## src/rtl/blk_admit_pkg.sv

```systemverilog
package blk_admit_pkg;
  // Register cost of one block: threads times registers per thread.
  function automatic logic [31:0] blk_cost(input logic [31:0] thr, input logic [31:0] rpt);
    return thr * rpt;
  endfunction

  // Thread count legal for a single block.
  function automatic logic thr_legal(input logic [31:0] thr, input logic [31:0] max_thr);
    return (thr != 32'd0) && (thr <= max_thr);
  endfunction
endpackage

```

## src/rtl/blk_slot_table.sv

```systemverilog
module blk_slot_table #(
  parameter int NSLOT = 8,
  parameter int TW    = 10,
  parameter int RGW   = 14,
  localparam int SW   = $clog2(NSLOT)
) (
  input  logic           clk,
  input  logic           rst,
  input  logic           alloc_en,
  input  logic [SW-1:0]  alloc_slot,
  input  logic [TW-1:0]  alloc_thr,
  input  logic [RGW-1:0] alloc_regs,
  input  logic           rel_en,
  input  logic [SW-1:0]  rel_slot,
  output logic [SW-1:0]  free_slot,
  output logic           any_free,
  output logic           rel_hit,
  output logic [TW-1:0]  rel_thr,
  output logic [RGW-1:0] rel_regs
);
  logic [NSLOT-1:0] occ;
  logic [TW-1:0]    thr_mem [NSLOT];
  logic [RGW-1:0]   reg_mem [NSLOT];

  // Lowest free slot: scan from the top so the lowest index wins.
  always_comb begin
    free_slot = '0;
    for (int i = NSLOT - 1; i >= 0; i--) begin
      if (!occ[i]) free_slot = SW'(i);
    end
    any_free = ~&occ;
  end

  assign rel_hit  = rel_en && occ[rel_slot];
  assign rel_thr  = thr_mem[rel_slot];
  assign rel_regs = reg_mem[rel_slot];

  // Per-slot storage: plain synchronous write, no reset.
  always_ff @(posedge clk) begin
    if (alloc_en) begin
      thr_mem[alloc_slot] <= alloc_thr;
      reg_mem[alloc_slot] <= alloc_regs;
    end
  end

  always_ff @(posedge clk) begin
    if (rst) begin
      occ <= '0;
    end else begin
      for (int i = 0; i < NSLOT; i++) begin
        if (alloc_en && alloc_slot == SW'(i))    occ[i] <= 1'b1;
        else if (rel_hit && rel_slot == SW'(i))  occ[i] <= 1'b0;
      end
    end
  end

  // an allocation never lands on a slot that is already held.
  a_r6_alloc_free_slot: assert property (@(posedge clk) disable iff (rst)
    alloc_en |-> !occ[alloc_slot]);

  // a released slot is empty on the next cycle.
  a_r7_release_clears: assert property (@(posedge clk) disable iff (rst)
    (rel_hit && !alloc_en) |=> !occ[$past(rel_slot)]);
endmodule

```

## src/rtl/blk_fit_calc.sv

```systemverilog
module blk_fit_calc
  import blk_admit_pkg::*;
#(
  parameter int MAX_BLOCKS      = 8,
  parameter int MAX_THREADS     = 768,
  parameter int REG_POOL        = 8192,
  parameter int MAX_BLK_THREADS = 512,
  parameter int TW              = 10,
  parameter int RPT_W           = 8,
  parameter int BW              = 4,
  parameter int THW             = 10,
  parameter int RGW             = 14
) (
  input  logic             clk,
  input  logic             rst,
  input  logic [BW-1:0]    used_blk,
  input  logic [THW-1:0]   used_thr,
  input  logic [RGW-1:0]   used_reg,
  input  logic [TW-1:0]    qry_threads,
  input  logic [RPT_W-1:0] qry_regs,
  output logic [BW-1:0]    fit_count
);
  logic [MAX_BLOCKS-1:0] k_fits;
  logic [31:0]           q_cost;
  logic                  q_legal;

  assign q_cost  = blk_cost(32'(qry_threads), 32'(qry_regs));
  assign q_legal = thr_legal(32'(qry_threads), 32'(MAX_BLK_THREADS));

  // Each candidate k is tested against all three limits in parallel.
  for (genvar k = 1; k <= MAX_BLOCKS; k++) begin : g_k
    assign k_fits[k-1] = q_legal
      && (32'(used_blk) + 32'(k) <= 32'(MAX_BLOCKS))
      && (32'(used_thr) + 32'(k) * 32'(qry_threads) <= 32'(MAX_THREADS))
      && (32'(used_reg) + 32'(k) * q_cost <= 32'(REG_POOL));
  end

  always_ff @(posedge clk) begin
    if (rst) fit_count <= '0;
    else     fit_count <= BW'($countones(k_fits));
  end

  // an illegal query shape reports nothing fitting.
  a_r2_fit_zero_illegal: assert property (@(posedge clk) disable iff (rst)
    (qry_threads == '0) |=> (fit_count == '0));
endmodule

```

## src/rtl/blk_admit_ctrl.sv

```systemverilog
module blk_admit_ctrl
  import blk_admit_pkg::*;
#(
  parameter int MAX_BLOCKS      = 8,
  parameter int MAX_THREADS     = 768,
  parameter int REG_POOL        = 8192,
  parameter int MAX_BLK_THREADS = 512,
  parameter int RPT_W           = 8,
  localparam int TW  = $clog2(MAX_BLK_THREADS + 1),
  localparam int SW  = $clog2(MAX_BLOCKS),
  localparam int BW  = $clog2(MAX_BLOCKS + 1),
  localparam int THW = $clog2(MAX_THREADS + 1),
  localparam int RGW = $clog2(REG_POOL + 1)
) (
  input  logic             clk,
  input  logic             rst,
  input  logic             req_valid,
  output logic             req_ready,
  input  logic [TW-1:0]    req_threads,
  input  logic [RPT_W-1:0] req_regs,
  output logic             gnt_valid,
  output logic             gnt_ok,
  output logic [SW-1:0]    gnt_slot,
  input  logic             rel_valid,
  input  logic [SW-1:0]    rel_slot,
  input  logic [TW-1:0]    qry_threads,
  input  logic [RPT_W-1:0] qry_regs,
  output logic [BW-1:0]    fit_count
);
  logic [BW-1:0]  used_blk;
  logic [THW-1:0] used_thr;
  logic [RGW-1:0] used_reg;

  logic           take, fits, grant;
  logic [31:0]    cost;
  logic [SW-1:0]  free_slot;
  logic           any_free, rel_hit;
  logic [TW-1:0]  rel_thr;
  logic [RGW-1:0] rel_regs;

  assign take = req_valid && req_ready;
  assign cost = blk_cost(32'(req_threads), 32'(req_regs));
  // Decision sees the occupancy from before any same-cycle release.
  assign fits = thr_legal(32'(req_threads), 32'(MAX_BLK_THREADS))
             && any_free
             && (32'(used_thr) + 32'(req_threads) <= 32'(MAX_THREADS))
             && (32'(used_reg) + cost <= 32'(REG_POOL));
  assign grant = take && fits;

  blk_slot_table #(.NSLOT(MAX_BLOCKS), .TW(TW), .RGW(RGW)) u_slots (
    .clk        (clk),
    .rst        (rst),
    .alloc_en   (grant),
    .alloc_slot (free_slot),
    .alloc_thr  (req_threads),
    .alloc_regs (RGW'(cost)),
    .rel_en     (rel_valid),
    .rel_slot   (rel_slot),
    .free_slot  (free_slot),
    .any_free   (any_free),
    .rel_hit    (rel_hit),
    .rel_thr    (rel_thr),
    .rel_regs   (rel_regs)
  );

  blk_fit_calc #(
    .MAX_BLOCKS(MAX_BLOCKS), .MAX_THREADS(MAX_THREADS), .REG_POOL(REG_POOL),
    .MAX_BLK_THREADS(MAX_BLK_THREADS), .TW(TW), .RPT_W(RPT_W),
    .BW(BW), .THW(THW), .RGW(RGW)
  ) u_fit (
    .clk         (clk),
    .rst         (rst),
    .used_blk    (used_blk),
    .used_thr    (used_thr),
    .used_reg    (used_reg),
    .qry_threads (qry_threads),
    .qry_regs    (qry_regs),
    .fit_count   (fit_count)
  );

  always_ff @(posedge clk) begin
    if (rst) begin
      req_ready <= 1'b0;
      gnt_valid <= 1'b0;
      gnt_ok    <= 1'b0;
      gnt_slot  <= '0;
      used_blk  <= '0;
      used_thr  <= '0;
      used_reg  <= '0;
    end else begin
      req_ready <= 1'b1;
      gnt_valid <= take;
      gnt_ok    <= grant;
      if (take) gnt_slot <= free_slot;
      used_blk <= used_blk + (grant ? BW'(1) : BW'(0))
                           - (rel_hit ? BW'(1) : BW'(0));
      used_thr <= used_thr + (grant ? THW'(req_threads) : THW'(0))
                           - (rel_hit ? THW'(rel_thr) : THW'(0));
      used_reg <= used_reg + (grant ? RGW'(cost) : RGW'(0))
                           - (rel_hit ? rel_regs : RGW'(0));
    end
  end

  // the block counter agrees with the slot table's occupancy.
  a_r3_blk_sync: assert property (@(posedge clk) disable iff (rst)
    (used_blk == BW'(MAX_BLOCKS)) == !any_free);
  // resident threads never exceed the cap.
  a_r4_thr_cap: assert property (@(posedge clk) disable iff (rst)
    32'(used_thr) <= 32'(MAX_THREADS));
  // allocated registers never exceed the pool.
  a_r5_reg_cap: assert property (@(posedge clk) disable iff (rst)
    32'(used_reg) <= 32'(REG_POOL));
  // no answer pulse without an accepted request one cycle earlier.
  a_r9_no_stray_gnt: assert property (@(posedge clk) disable iff (rst)
    !(req_valid && req_ready) |=> !gnt_valid);
endmodule

```

## config.mk

```make
export PLATFORM = sky130hd
export DESIGN_NAME = blk_admit_ctrl
export DESIGN_NICKNAME = d
export VERILOG_FILES = /design/src/rtl/blk_admit_pkg.sv /design/src/rtl/blk_slot_table.sv /design/src/rtl/blk_fit_calc.sv /design/src/rtl/blk_admit_ctrl.sv
export SDC_FILE = /design/constraint.sdc
export NUM_CORES = 1
export LEC_CHECK = 0
export ABC_AREA = 1
export BUFFER_PORTS_ARGS = -buffer_cell sky130_fd_sc_hd__buf_2
export CORE_MARGIN = 8
export CORE_UTILIZATION = 65
export DETAILED_ROUTE_END_ITERATION = 10
export PLACE_DENSITY = 0.82
export REMOVE_ABC_BUFFERS = 1
export SYNTH_ARGS = -nofsm -noshare
export SYNTH_HDL_FRONTEND = slang
export SYNTH_SLANG_ARGS = --single-unit
```

## constraint.sdc

```tcl
create_clock -name clk -period 22 [get_ports clk]
set_input_delay 2.2 -clock clk [delete_from_list [all_inputs] [get_ports clk]]
set_output_delay 2.2 -clock clk [all_outputs]
set_load 0.01 [all_outputs]
```

Word-level counts from Yosys, hierarchy flattened:

Memories as Yosys holds them, arrays and structs flattened.
Index checks and enable logic that the tools add are counted.

* equal/unequal tests: 14
* multiplexer cells: 35
* multipliers: 10
* reduce and logical (&&, ||, !) cells: 62
* $add $sub $neg: 39
* order comparisons: 29

Operators with widths (count)
* 32-bit by 10-bit less-or-equal comparator with 1-bit output (second input constant): 8
* 32-bit by 14-bit less-or-equal comparator with 1-bit output (second input constant): 8
* 32-bit by 4-bit less-or-equal comparator with 1-bit output (second input constant): 8
* 14-bit by 32-bit adder with 32-bit output: 4
* 10-bit by 13-bit adder with 14-bit output: 4
* 1-bit logical AND: 48
* 3-bit by 18-bit multiplier with 21-bit output (first input constant): 2
* 2-bit by 18-bit multiplier with 20-bit output (first input constant): 2
* 14-bit by 18-bit adder with 19-bit output: 2
* 10-bit by 8-bit multiplier with 18-bit output: 2
* 14-bit two-way mux: 2
* 10-bit by 12-bit adder with 13-bit output: 2
* 3-bit by 10-bit multiplier with 13-bit output (first input constant): 2
* 3-bit equality test (second input constant): 8
* 2-bit by 10-bit multiplier with 12-bit output (first input constant): 2
* 3-bit two-way mux: 8
* 10-bit by 10-bit adder with 11-bit output: 2
* 14-bit by 21-bit adder with 22-bit output: 1
* 1-bit two-way mux: 22
* 14-bit by 20-bit adder with 21-bit output: 1
* 14-bit by 19-bit adder with 20-bit output: 1
* 4-bit by 3-bit adder with 5-bit output (second input constant): 4
* 10-bit less-or-equal comparator (second input constant): 2
* 10-bit two-way mux: 2
* other kinds (23): 42

* input port bits: 43
* flip-flop bits (word level): 46
* output and inout port bits: 10
* memories: 2
* RAM bits: 192

Memories
* u_slots.reg_mem: depth 8, bits a word 14, read ports 1, clocked after Yosys merged registers in 0, wr ports 1, RTL line blk_slot_table.sv:23 `logic [RGW-1:0] reg_mem [NSLOT];`
* u_slots.thr_mem: depth 8, bits a word 10, read ports 1, clocked after Yosys merged registers in 0, wr ports 1, RTL line blk_slot_table.sv:22 `logic [TW-1:0] thr_mem [NSLOT];`

Depth between registers and ports, before layout:

* depth after elaboration: 11
* mapped depth: 49
* depth with buffers taken out: 48

Cells and area by module:

A second synthesis with hierarchy kept.

* cell total of the unflattened synthesis: 4127
* area total of the unflattened synthesis: 31786.7 sq um

Modules (own cells, without submodules)
* blk_fit_calc: cells an instance 2493, area each 16866.2 sq um, instances 1
* blk_slot_table: cells an instance 560, area each 7734.9 sq um, instances 1
* blk_admit_ctrl: cells an instance 1074, area each 7185.6 sq um, instances 1

Least setup slack after synthesis:

Ideal clock, no wire load.

* kind: in2reg
* start point: input qry_regs[7]
* end point: register u_fit.fit_count[2]
* library setup time: 128 ps
* arrival: 11031 ps
* cell stages on the path: 43
* setup slack: 10842 ps
* cells stage by stage: clkbuf_1 > nand2_1 > fa_1 > fa_1 > fa_1 > fa_1 > inv_1 > ha_1 > nand2_1 > nor2_1 > nand2_1 > nand3_2 > inv_1 > o21ai_0 > xor2_1 > inv_1 > fa_1 > inv_1 > (+7 left out) > nand2_1 > or2_2 > nand3_1 > nand2_1 > nand2_1 > nand2_1 > nor2_1 > nand3_1 > o21ai_0 > inv_1 > nor3_2 > ha_1 > fa_1 > fa_1 > ha_1 > fa_1 > inv_1 > nor2_1

* cells in the longest elaborated chain, start to end: 8

Ends and longest elaborated chain
* start: declaration: RTL line blk_admit_ctrl.sv:27 `input logic [RPT_W-1:0] qry_regs,`
* 10-bit by 8-bit multiplier with 18-bit output *: RTL line blk_admit_pkg.sv:4 `return thr * rpt;`
* 2-bit by 18-bit multiplier with 20-bit output / 3-bit by 18-bit multiplier with 21-bit output (equally long branches): RTL line blk_fit_calc.sv:35 `&& (32'(used_reg) + 32'(k) * q_cost <= 32'(REG_POOL));`
* 14-bit by 32-bit adder with 32-bit output: RTL line blk_fit_calc.sv:35
* 32-bit by 14-bit less-or-equal comparator with 1-bit output: RTL line blk_fit_calc.sv:35
* 1-bit logical AND: RTL line blk_fit_calc.sv:35
* 1-bit by 1-bit adder with 2-bit output (not written as such): RTL line blk_fit_calc.sv:40 `else fit_count <= BW'($countones(k_fits));`
* 4-bit adder (not written as such): RTL line blk_fit_calc.sv:40
* 4-bit adder (not written as such) *: RTL line blk_fit_calc.sv:40
* end signal: assignment: RTL line blk_fit_calc.sv:40
* end: declaration: RTL line blk_fit_calc.sv:21 `output logic [BW-1:0] fit_count`

Every way passes the cells marked *; elsewhere a longest branch is shown, timed or not.
A chain may end at the register's enable or synchronous reset.

Worst setup path after layout:

* start point: input qry_threads[2]
* end point: register u_fit.fit_count[2]

* cells in the longest elaborated chain, start to end: 8

Ends and longest elaborated chain
* start: declaration: RTL line blk_admit_ctrl.sv:26 `input logic [TW-1:0] qry_threads,`
* 10-bit by 8-bit multiplier with 18-bit output, or another cell as far along: RTL line blk_admit_pkg.sv:4
* 2-bit by 18-bit multiplier with 20-bit output, or another cell as far along: RTL line blk_fit_calc.sv:35
* 14-bit by 32-bit adder with 32-bit output, or another cell as far along: RTL line blk_fit_calc.sv:35
* 32-bit by 14-bit less-or-equal comparator with 1-bit output / 1-bit logical AND (equally long branches): RTL line blk_fit_calc.sv:35, blk_fit_calc.sv:34
* 1-bit logical AND: RTL line blk_fit_calc.sv:35
* 1-bit by 1-bit adder with 2-bit output (not written as such): RTL line blk_fit_calc.sv:40
* 4-bit adder (not written as such): RTL line blk_fit_calc.sv:40
* 4-bit adder (not written as such) *: RTL line blk_fit_calc.sv:40

Marked as above.

==> flow_summary.ini <==
[clock_network]
cts_resized = 0
holdBufCountCts = 0
tritoncts = yes
clk_latency_ns = 0.52
cts_htree_levels = 1
cts_buffers = 22
cts.sinks = 238
clkTransAtPathRegs_ns = 0.07
cts_max_path_buffers = 3
postCtsSetupRepairBufs = 0
ctsRootBufferMaster = clkbuf_16

[finish]
drive_above_1_share = 0.0467
multi_input_area_sq_um = 21300
seqCellArea_sq_um = 6690
nets = 4762
fill_cells = 3918
diodes = 0
area_delta_synth_final_pct = 5.28
fin_area_sq_um = 32700
largest_reg_flops = 112

[floorplanning]
die_area_sq_um = 55000
core_area_sq_um = 47400
io_pins = 53
die_h_microns = 235
rows = 80
die_w_microns = 235
start_util = 0.654

[sta]
worstMarginPinSlew_ns = 1.09
min_period_ns = 12.29
hold_viol_final = 0
skew_ns = 0.0189
period_share = 0.559
slew_headroom = 0.272
setup_viol = 0
rsz0062_at_grt = false
fmax_mhz = 81.3
fin_setup_tns_ns = 0
maxSlewViolCount = 0

[status]
status = completed

[min_path]
hp-class = reg -> reg

[grt]
antenna_found_initial = 0
grt_util_met1 = 0.405
track_usage = 0.288
grt_pass1_wl_mm = 129
gr-max-usage-layer = met2
grt-ovfl-total = 0
use_met3 = 0.0386
met2_usage = 0.464
grt_max_degree = 51
grt_pass1_vias = 25600

[synth]
synth_top_flop_cell = edfxtp_1
synth-edff-count = 192
yosysTopAreaCell = edfxtp_1
netlist_area_sq_um = 31000
synth.avg_cell_area_sq_um = 7.59
synthTopCellsByArea = edfxtp_1, ha_1, fa_1
synth.top_cell.area_share = 0.186
synth-seq-area-share = 0.215
syn_inst = 4093
yosysWarnings = 0
synth.distinct_cells = 53
synth-seq-cells = 238
ys_async_sr_fraction = 0

[setup_path]
worstPathArrival_ns = 12.69
crit_top_cell = fa_1
cp-start-kind = input port
crit_required_ns = 22.39
slowest_stage = xor2_1
slowest_delay_ns = 0.83
criticalPathCategory = in -> reg
critPathCaptureType = register
critPathMaxFanout = 23

[placement]
place.gp.congestion = 0.959
dpl.hpwl_mm = 60.6
port_buffers = 52
place_area_sq_um = 32000

[route]
viasPerCell = 5.72
wl_per_cell_microns = 16.7
drc_errors = 0
dr.first_iter.drc_count = 2409
num_vias = 27200
ant_nets = 0
wl_mm = 79.4
first_pass_iters = 6

[run]
drv_cap = 0
worst max-delay path, delay by kind of cell:
kind	cells	cell delay, ns
AOI/OAI and AO/OA	5	0.84
xor gates and xnor gates	2	1.00
adders and majority gates	13	5.59
buffers and inverters	8	1.14
and+or+nand+nor	15	1.89
layout by cell type, fill, tap and decap left out, drive strengths merged, types with 2 or more instances in the layout:
cell type / n
xor2: 142
inv: 741
o311ai: 3
o21ai: 179
o211ai: 11
nand3b: 19
nor2: 288
nor4: 8
a21boi: 10
o2111ai: 7
a21o: 19
xnor2: 65
a21oi: 287
clkinv: 7
nand2: 907
clkbuf: 29
clkinvlp: 2
fa: 190
o221ai: 3
a211oi: 5
o22ai: 89
o21bai: 22
buf: 76
ha: 409
a22oi: 6
nor3: 42
nand3: 204
dfxtp: 46
a31oi: 24
nand4: 54
or2: 17
o31ai: 14
edfxtp: 192
o21a: 10
nor3b: 3
and2: 2
synthesized netlist by cell type, types with 3 or more instances:
master and count:
a211oi_1 5, a21boi_0 10, a21o_1 19, a21oi_1 283
a21oi_2 4, a22oi_1 6, a31oi_1 24, buf_1 9
buf_2 4, clkbuf_1 60, dfxtp_1 46, edfxtp_1 192
fa_1 190, ha_1 409, inv_1 730, inv_2 8
nand2_1 878, nand2_2 19, nand2_4 9, nand3_1 197
nand3_2 7, nand3b_1 18, nand4_1 52, nor2_1 278
nor2_2 7, nor2_4 3, nor3_1 39, nor3_2 3
nor3b_1 3, nor4_1 8, o2111ai_1 7, o211ai_1 11
o21a_1 10, o21ai_0 173, o21ai_1 6, o21bai_1 21
o221ai_1 3, o22ai_1 89, o311ai_0 3, o31ai_1 14
or2_2 17, xnor2_1 64, xor2_1 142
final cells by class:
| cell class | count | area share |
|---|---|---|
| sequential | 238 | 0.205 |
| clock inverter | 11 | 0.00295 |
| multi-input combinational | 3042 | 0.652 |
| tap | 615 | 0.0235 |
| clock buffer | 29 | 0.0186 |
| inverter | 740 | 0.0850 |
| timing repair buffer | 76 | 0.0135 |
routing by layer:
layer	vias to the layer above	part of all wire	wire (microns)
met5	-	0	0
met4	0	0.030	2410
met3	178	0.084	6640
met2	1043	0.44	35100
met1	12400	0.44	35300
li1	13500	-	-
kinds of logic (layout without fill, tap and decap cells):
group | Yosys count | after routing | synth area share
XOR/XNOR | 207 | 207 | 0.0586
adder cells (fa/ha/maj) | 599 | 599 | 0.287
flip-flops | 238 | 238 | 0.215
AO/OA/AOI/OAI | 692 | 692 | 0.127
buffers and inverters | 813 | 856 | 0.0985
AND/OR/NAND/NOR | 1544 | 1544 | 0.214
stage by stage:
stage                     utilization  hold slack (ns)  std cells  setup slack [ns]
after floorplan                     -            0.455       4020             11.16
after global placement          0.674            0.478       4711              9.48
after detailed placement        0.674            0.478       4711              9.34
after CTS                       0.689            0.491       4751              9.83
after global routing            0.689            0.531       4751              8.94
final                           0.689            0.496       4751              9.71
final timing paths:
check             cells past startpoint  slack [ns]                        start                            end
setup / recovery                     43        9.71               qry_threads[2]  u_fit.fit_count[2]$_SDFF_PP0_
hold / removal                        2        0.50  u_slots.occ[4]$_SDFFE_PP0P_    u_slots.occ[4]$_SDFFE_PP0P_
setup reg to reg                     23       15.76       used_thr[2]$_SDFF_PP0_  u_fit.fit_count[2]$_SDFF_PP0_
hold reg to reg                       2        0.50  u_slots.occ[4]$_SDFFE_PP0P_    u_slots.occ[4]$_SDFFE_PP0P_
Power is not shown: default switching activity piles up to over one toggle a cycle in this logic, so the estimate is an artifact.
